$ cat src/rtl/subword_shuffle_pkg.sv
package subword_shuffle_pkg;
  localparam int WORD_W = 64;
  localparam int LANE_W = 16;
  localparam int LANES  = WORD_W / LANE_W;
  localparam int SH_W   = $clog2(LANE_W);
  localparam int SEL_W  = $clog2(LANES);
  localparam int PERM_W = LANES * SEL_W;

  typedef enum logic [2:0] {
    OP_SHR_S  = 3'd0,
    OP_SHR_U  = 3'd1,
    OP_SHL    = 3'd2,
    OP_MIX16L = 3'd3,
    OP_MIX16R = 3'd4,
    OP_MIX32L = 3'd5,
    OP_MIX32R = 3'd6,
    OP_PERM   = 3'd7
  } sop_e;
endpackage

$ cat src/rtl/lane_shifter.sv
module lane_shifter #(
  parameter int WORD_W = 64,
  parameter int LANE_W = 16,
  localparam int LANES = WORD_W / LANE_W,
  localparam int SH_W  = $clog2(LANE_W)
) (
  input  logic [WORD_W-1:0] src,
  input  logic [SH_W-1:0]   amt,
  output logic [WORD_W-1:0] shr_s,
  output logic [WORD_W-1:0] shr_u,
  output logic [WORD_W-1:0] shl
);
  // Each lane gets its own shifter, so no carry path crosses a boundary.
  for (genvar g = 0; g < LANES; g++) begin : g_lane
    logic [LANE_W-1:0] lane;
    assign lane = src[g*LANE_W +: LANE_W];
    assign shr_s[g*LANE_W +: LANE_W] = LANE_W'($signed(lane) >>> amt);
    assign shr_u[g*LANE_W +: LANE_W] = lane >> amt;
    assign shl[g*LANE_W +: LANE_W]   = lane << amt;
  end
endmodule

$ cat src/rtl/mix_unit.sv
module mix_unit #(
  parameter int WORD_W = 64,
  parameter int GRAN   = 16,
  localparam int PIECES = WORD_W / GRAN
) (
  input  logic [WORD_W-1:0] a,
  input  logic [WORD_W-1:0] b,
  output logic [WORD_W-1:0] mix_l,
  output logic [WORD_W-1:0] mix_r
);
  // Pieces numbered from the left; piece p sits at bit WORD_W-1-p*GRAN.
  for (genvar k = 0; k < PIECES / 2; k++) begin : g_pair
    localparam int HI_E = WORD_W - 1 - (2*k)   * GRAN;
    localparam int HI_O = WORD_W - 1 - (2*k+1) * GRAN;
    assign mix_l[HI_E -: GRAN] = a[HI_E -: GRAN];
    assign mix_l[HI_O -: GRAN] = b[HI_E -: GRAN];
    assign mix_r[HI_E -: GRAN] = a[HI_O -: GRAN];
    assign mix_r[HI_O -: GRAN] = b[HI_O -: GRAN];
  end
endmodule

$ cat src/rtl/permute_unit.sv
module permute_unit #(
  parameter int WORD_W = 64,
  parameter int LANE_W = 16,
  localparam int LANES  = WORD_W / LANE_W,
  localparam int SEL_W  = $clog2(LANES),
  localparam int PERM_W = LANES * SEL_W
) (
  input  logic [WORD_W-1:0] src,
  input  logic [PERM_W-1:0] sel,
  output logic [WORD_W-1:0] dst
);
  logic [LANE_W-1:0] lane_l [LANES];

  for (genvar s = 0; s < LANES; s++) begin : g_unpack
    assign lane_l[s] = src[(LANES-1-s)*LANE_W +: LANE_W];
  end

  // Destination lane k from the left uses the k-th field from the top.
  for (genvar k = 0; k < LANES; k++) begin : g_dest
    logic [SEL_W-1:0] fld;
    assign fld = sel[(LANES-1-k)*SEL_W +: SEL_W];
    assign dst[(LANES-1-k)*LANE_W +: LANE_W] = lane_l[fld];
  end
endmodule

$ cat src/rtl/subword_shuffle_unit.sv
module subword_shuffle_unit
  import subword_shuffle_pkg::*;
(
  input  logic              clk,
  input  logic              rst_n,
  input  logic              req_valid,
  output logic              req_ready,
  input  logic [2:0]        req_op,
  input  logic [WORD_W-1:0] req_src_a,
  input  logic [WORD_W-1:0] req_src_b,
  input  logic [SH_W-1:0]   req_shamt,
  input  logic [PERM_W-1:0] req_perm,
  output logic              res_valid,
  input  logic              res_ready,
  output logic [WORD_W-1:0] res_data
);
  logic [WORD_W-1:0] shr_s, shr_u, shl;
  logic [WORD_W-1:0] m16_l, m16_r, m32_l, m32_r, perm;
  logic [WORD_W-1:0] result;
  logic              take;

  lane_shifter #(.WORD_W(WORD_W), .LANE_W(LANE_W)) u_shift (
    .src(req_src_a), .amt(req_shamt),
    .shr_s(shr_s), .shr_u(shr_u), .shl(shl)
  );

  mix_unit #(.WORD_W(WORD_W), .GRAN(LANE_W)) u_mix16 (
    .a(req_src_a), .b(req_src_b), .mix_l(m16_l), .mix_r(m16_r)
  );

  mix_unit #(.WORD_W(WORD_W), .GRAN(2*LANE_W)) u_mix32 (
    .a(req_src_a), .b(req_src_b), .mix_l(m32_l), .mix_r(m32_r)
  );

  permute_unit #(.WORD_W(WORD_W), .LANE_W(LANE_W)) u_perm (
    .src(req_src_a), .sel(req_perm), .dst(perm)
  );

  always_comb begin
    unique case (sop_e'(req_op))
      OP_SHR_S:  result = shr_s;
      OP_SHR_U:  result = shr_u;
      OP_SHL:    result = shl;
      OP_MIX16L: result = m16_l;
      OP_MIX16R: result = m16_r;
      OP_MIX32L: result = m32_l;
      OP_MIX32R: result = m32_r;
      OP_PERM:   result = perm;
      default:   result = '0;
    endcase
  end

  assign req_ready = !res_valid || res_ready;
  assign take      = req_valid && req_ready;

  always_ff @(posedge clk) begin
    if (!rst_n) begin
      res_valid <= 1'b0;
      res_data  <= '0;
    end else begin
      if (req_ready) res_valid <= req_valid;
      if (take)      res_data  <= result;
    end
  end
endmodule

$ cat config.mk
export PLATFORM = sky130hd
export DESIGN_NAME = subword_shuffle_unit
export DESIGN_NICKNAME = d
export VERILOG_FILES = /design/src/rtl/subword_shuffle_pkg.sv /design/src/rtl/lane_shifter.sv /design/src/rtl/mix_unit.sv /design/src/rtl/permute_unit.sv /design/src/rtl/subword_shuffle_unit.sv
export SDC_FILE = /design/constraint.sdc
export NUM_CORES = 1
export LEC_CHECK = 0
export ABC_AREA = 1
export ABC_CLOCK_PERIOD_IN_PS = 3100
export BUFFER_PORTS_ARGS = -buffer_cell sky130_fd_sc_hd__buf_2
export CORE_UTILIZATION = 30
export CTS_BUF_LIST = sky130_fd_sc_hd__clkbuf_8
export CTS_CLUSTER_DIAMETER = 150
export DETAILED_ROUTE_END_ITERATION = 12
export GPL_TIMING_DRIVEN = 0
export PLACE_DENSITY = 0.46
export SYNTH_ARGS = -nofsm -noshare
export SYNTH_HDL_FRONTEND = slang
export SYNTH_SLANG_ARGS = --single-unit
export TNS_END_PERCENT = 100
$ cat constraint.sdc
create_clock -name clk -period 3.1 [get_ports clk]
set_input_delay 0.62 -clock clk [delete_from_list [all_inputs] [get_ports clk]]
set_output_delay 0.62 -clock clk [all_outputs]
set_load 0.05 [all_outputs]
# Word-level counts from Yosys, hierarchy flattened
# Cells that the tools add are included.
op_classes:
  bitwise: 4
  mux: 13
  shifts: 12
  n_eq_ne: 7
  n_lt_le_gt_ge: 4
  reduce_logical: 4
op_table:
  columns: ["cell", "n"]
  rows:
  - ["64-bit one-hot mux with 8 select lines", 1]
  - ["16-bit binary-select mux with 2-bit select", 4]
  - ["16-bit 2-to-1 mux", 8]
  - ["16-bit by 4-bit left shift with 16-bit output", 4]
  - ["16-bit by 4-bit >> shifter with 16-bit output", 4]
  - ["16-bit by 4-bit >>> shifter with 16-bit output", 4]
  - ["3-bit == test (second input constant)", 4]
  - ["3-bit greater-or-equal comparator (second input constant)", 4]
  - ["2-bit NOT with 3-bit output", 4]
  - ["3-bit by 2-bit == test with 1-bit output (second input constant)", 2]
  - ["3-bit by 1-bit == test with 1-bit output (second input constant)", 1]
  - ["3-bit zero test", 1]
  - ["1-bit logical AND", 1]
  - ["1-bit zero test", 1]
  - ["1-bit logical OR", 1]
totals:
  in_bits: 147
  word_cells: 46
  regBits: 65
  out_inout_bits: 66

# Depth between registers and ports, before layout
depth:
  depth_word: 5
  depth_mapped: 15
  ltp_nobuf: 13

# Cells and area by module
# Synthesis repeated with hierarchy kept, for this count alone.
hier_totals:
  cells_unflattened: 3425
  area_unflattened_um2: 17346.6
by_module_without_submodules:
  columns: ["module", "seq_area_each_um2", "cells_each", "n_inst", "area_each_um2"]
  rows:
  - ["subword_shuffle_unit", 1301.2, 1373, 1, 7459.7]
  - ["lane_shifter", 0.0, 1236, 1, 5451.5]
  - ["permute_unit", 0.0, 560, 1, 2513.7]
  - ["mix_unit", 0.0, 128, 2, 960.9]

# Least setup slack after synthesis
# OpenSTA, ideal clock, no wires.
synth_path:
  path_type: "reg-to-reg"
  start: "register res_valid"
  end: "register res_data[11]"
  n_path_buf: 2
  stages_incl_launch_ff: 8
  required_time_ps: 2968
  period_less_slack_ps: 2144
  setup_ps: 132
  t_arrival_ps: 2012
  setup_slack_ps: 956
  path_cell_list: "dfxtp_1 -> nand2_1 -> nand2_1 -> clkbuf_1 -> clkbuf_1 -> a21oi_1 -> nand2_1 -> a21oi_1"
synth_between:
  elab_chain_cells: 3
synth_rtl:
  columns: ["element", "line", "source"]
  rows:
  - ["start: declaration", "subword_shuffle_unit.sv:13", "output logic res_valid,"]
  - ["start signal: assignment", "subword_shuffle_unit.sv:61", "if (req_ready) res_valid <= req_valid;"]
  - ["1-bit zero test", "subword_shuffle_unit.sv:53", "assign req_ready = !res_valid || res_ready;"]
  - ["1-bit logical OR", "subword_shuffle_unit.sv:53", null]
  - ["named net req_ready", "subword_shuffle_unit.sv:7", "output logic req_ready,"]
  - ["1-bit logical AND", "subword_shuffle_unit.sv:54", "assign take = req_valid && req_ready;"]
  - ["end signal: assignment", "subword_shuffle_unit.sv:62", "if (take) res_data <= result;"]
  - ["end: declaration", "subword_shuffle_unit.sv:15", "output logic [WORD_W-1:0] res_data"]
# The timed path passes the listed nets, and every way through them passes these cells.
# A chain may end at the register's enable or synchronous reset.

# Worst setup path in the final report
layout_path:
  start: "input req_shamt[0]"
  end: "register res_data[20]"
layout_between:
  elab_chain_cells: 2
  word_cells_on_any_way: 4
  cone_classes: "shift (3); mux (1)"
layout_rtl:
  columns: ["element", "line", "source"]
  rows:
  - ["start: declaration", "subword_shuffle_unit.sv:11", "input logic [SH_W-1:0] req_shamt,"]
  - ["16-bit by 4-bit left shift with 16-bit output, or another cell as far along", "lane_shifter.sv:19", "assign shl[g*LANE_W +: LANE_W] = lane << amt;"]
  - ["64-bit one-hot mux with 8 select lines *", "subword_shuffle_unit.sv:40", "unique case (sop_e'(req_op))"]
# Every way passes the cells marked *; elsewhere a longest branch is shown, timed or not.

==> flow_summary.json <==
{
  "first_pass_iters": 7,
  "peakVddDrop_v": 0.0002822,
  "wl_per_cell_um": 33.81,
  "setup-tns-final_ns": -0.3159,
  "grt-ovfl-total": 0,
  "relSlewSlack_pct": 21.27,
  "fp.coreArea_um2": 38650,
  "fmax_ghz": 0.3072,
  "insertion_delay_ns": 0.36,
  "vias": 20106,
  "synth-seq-cells": 65,
  "viasPerCell": 6.373,
  "worst_slew_pin_slew_ns": 1.181,
  "synth_nets": 2572,
  "powerDensity_nw_per_um2": 332.0,
  "crit_fanout": 10,
  "cp_common_cell": "nand2_1",
  "start_kind": "input port",
  "grt_pass1_vias": 18322,
  "start_util_pct": 30.47,
  "areaGrowthSynthToFinish_pct": 15.80,
  "final_common_cell": "nand2_1",
  "finalPower_mw": 4.527,
  "fin_crit_ns": 3.256,
  "syn_area_um2": 11780,
  "nets": 2777,
  "first_iter_violations": 3583,
  "place_hpwl_um": 84590,
  "synth_top_area_share_pct": 29.45,
  "whs_ns": 0.4639,
  "violations": "negative setup slack",
  "yosys.area.top_type": "nand2_1",
  "yosysWarnings": 0,
  "cp_cell_sequence": "buf_2, clkbuf_1, nand2_1, o21ai_0, nand2_1, o21ai_0, nand2_1, nand3_1, a21oi_1, nand3_1, nand2_1, inv_1",
  "endpoint_kind": "register",
  "gp_congestion": 1.155,
  "globalRouteMet1Util_pct": 65.20,
  "drv_cap": 0,
  "die_w_um": 200.1,
  "drv_slew": 0,
  "slowest_stage": "clkbuf_1",
  "rsz0062_at_grt": "no",
  "routed_wl_um": 106700,
  "leakage_nw": 6.718,
  "yosysSeqAreaShare_pct": 11.05,
  "required_ns": 3.41,
  "netlist_instances": 2425,
  "crit_type": "input port to register",
  "worst_ep_arrival_time_ns": 3.56,
  "rows": 72,
  "finalSetupViolations": 3,
  "grt_pass1_wl_um": 144100,
  "htreeDepth": 3,
  "hold_viol": 0,
  "die_h_um": 200.1,
  "netlist-cell-type-count": 36,
  "drive_above_1_share_pct": 11.99,
  "max_stage_delay_ns": 0.71,
  "synth_area_per_cell_um2": 4.856,
  "cts_buffer_depth": 2,
  "fin_crit_sh_pct": 105.0,
  "clkSinkCount": 65,
  "hold_class": "register to register",
  "numCtsBuffers": 9,
  "track_usage_pct": 51.54,
  "finalClockSkew_ns": 0.01117,
  "cts_tree": "yes",
  "antenna_found_initial": 2,
  "ant_nets": 0,
  "cts.hold.buffers_added": 0,
  "portBuffers": 194,
  "root_buffer": "clkbuf_8",
  "final_cell_mix": "924 x nand2_1, 320 x nand3_1, 261 x buf_2, 253 x a21oi_1, 223 x o21ai_0",
  "setup_slack_ns": -0.1556,
  "boundaryPins": 213,
  "floorplan.die_area_um2": 40050,
  "use_met3_pct": 19.87,
  "clkTransAtPathRegs_ns": 0.07,
  "outcome": "complete, but fails checks",
  "drc": 0,
  "use_met2_pct": 71.03,
  "busiest_layer": "met2",
  "grt_max_degree": 13,
  "yosys-top-cells-area": "nand2_1 29%, nand3_1 14%, dfxtp_1 11%"
}
-- what timing repair did --
| item | in CTS | in global routing |
|---|---|---|
| endpoints found under the setup margin | 0 | 3 |
| hold endpoints to repair | 0 | 0 |
| resized for setup | 0 | 5 |
| buffers inserted | 0 | 0 |
-- flip-flops by register name, summed over array words and instances, names as in the netlist --
name       count
res_data      64
res_valid      1
-- per-layer routing --
layer	up-vias	wire length, µm
met2	1875	41180
met3	432	16020
li1	8476	-
met5	-	24
met4	4	9181
met1	9319	40260
-- where the power goes --
group / switching (mW) / total, mW / leakage [nW] / internal [mW]
combinational: 2.19 / 2.78 / 6.08 / 0.593
clock: 0.355 / 0.807 / 0.107 / 0.452
sequential: 0.0337 / 0.938 / 0.536 / 0.904
-- worst max-delay path: cells and delay by family --
kind / cells / cell delay (ns)
simple gates: 6 / 0.95
compound gates: 3 / 1.00
buf+inv: 3 / 0.99
-- final timing paths --
kind / from / cells after the start / endpoint / slack (ns)
max: req_shamt[0] / 12 / res_data[20] / -0.16
min: res_data[61] / 2 / res_data[61] / 0.46
max reg2reg: res_valid / 7 / res_data[14] / 0.91
min reg2reg: res_data[61] / 2 / res_data[61] / 0.46
-- cell usage after synthesis --
library cell	instances
a211oi_1	1
a21oi_1	253
a21oi_2	2
a22oi_1	2
a31oi_1	7
and2_0	1
and2_1	7
buf_1	21
buf_2	67
buf_4	9
clkbuf_1	86
clkbuf_2	1
clkinv_1	4
dfxtp_1	65
inv_1	109
inv_2	6
mux2i_1	2
nand2_1	924
nand2_2	5
nand3_1	320
nand3b_1	5
nand4_1	19
nor2_1	179
nor2_2	4
nor2_4	6
nor3_1	6
nor3_4	1
nor3b_1	1
o2111ai_1	2
o211ai_1	41
o21a_1	7
o21ai_0	223
o21ai_1	15
o221ai_1	1
o22ai_1	20
or2_2	3
-- metrics by stage --
stage | instance area [µm²] | cells | util, % | setup WS [ns]
global route | 13630 | 3153 | 35.27 | 0.08545
CTS | 13610 | 3153 | 35.23 | 0.1279
global placement | 13390 | 3137 | 34.66 | -0.2921
finish | 13640 | 3155 | 35.28 | -0.1556
floorplan | 11780 | 2425 | - | 0.9562
detailed placement | 13390 | 3137 | 34.66 | -0.2418
-- logic make-up (layout without fill, tap and decap cells) --
logic type	Yosys count	after routing	share of synthesized area [%]
AND/OR/NAND/NOR	1481	1481	52.18
AO/OA/AOI/OAI	574	574	25.93
buffers and inverters	303	513	10.67
flip-flops	65	65	11.05
multiplexers	2	2	0.1700
other	0	2	0
-- cell type report --
type	count	area [µm²]
Inverter	119	446.7
Buffer	184	815.8
Multi-Input combinational cell	2057	9228
Antenna cell	2	5.005
Fill cell	4650	25010
Timing Repair Buffer	194	970.9
Clock buffer	9	123.9
Tap cell	518	648.1
Clock inverter	7	96.34
Sequential cell	65	1301
(Power assumes the default switching activity.)
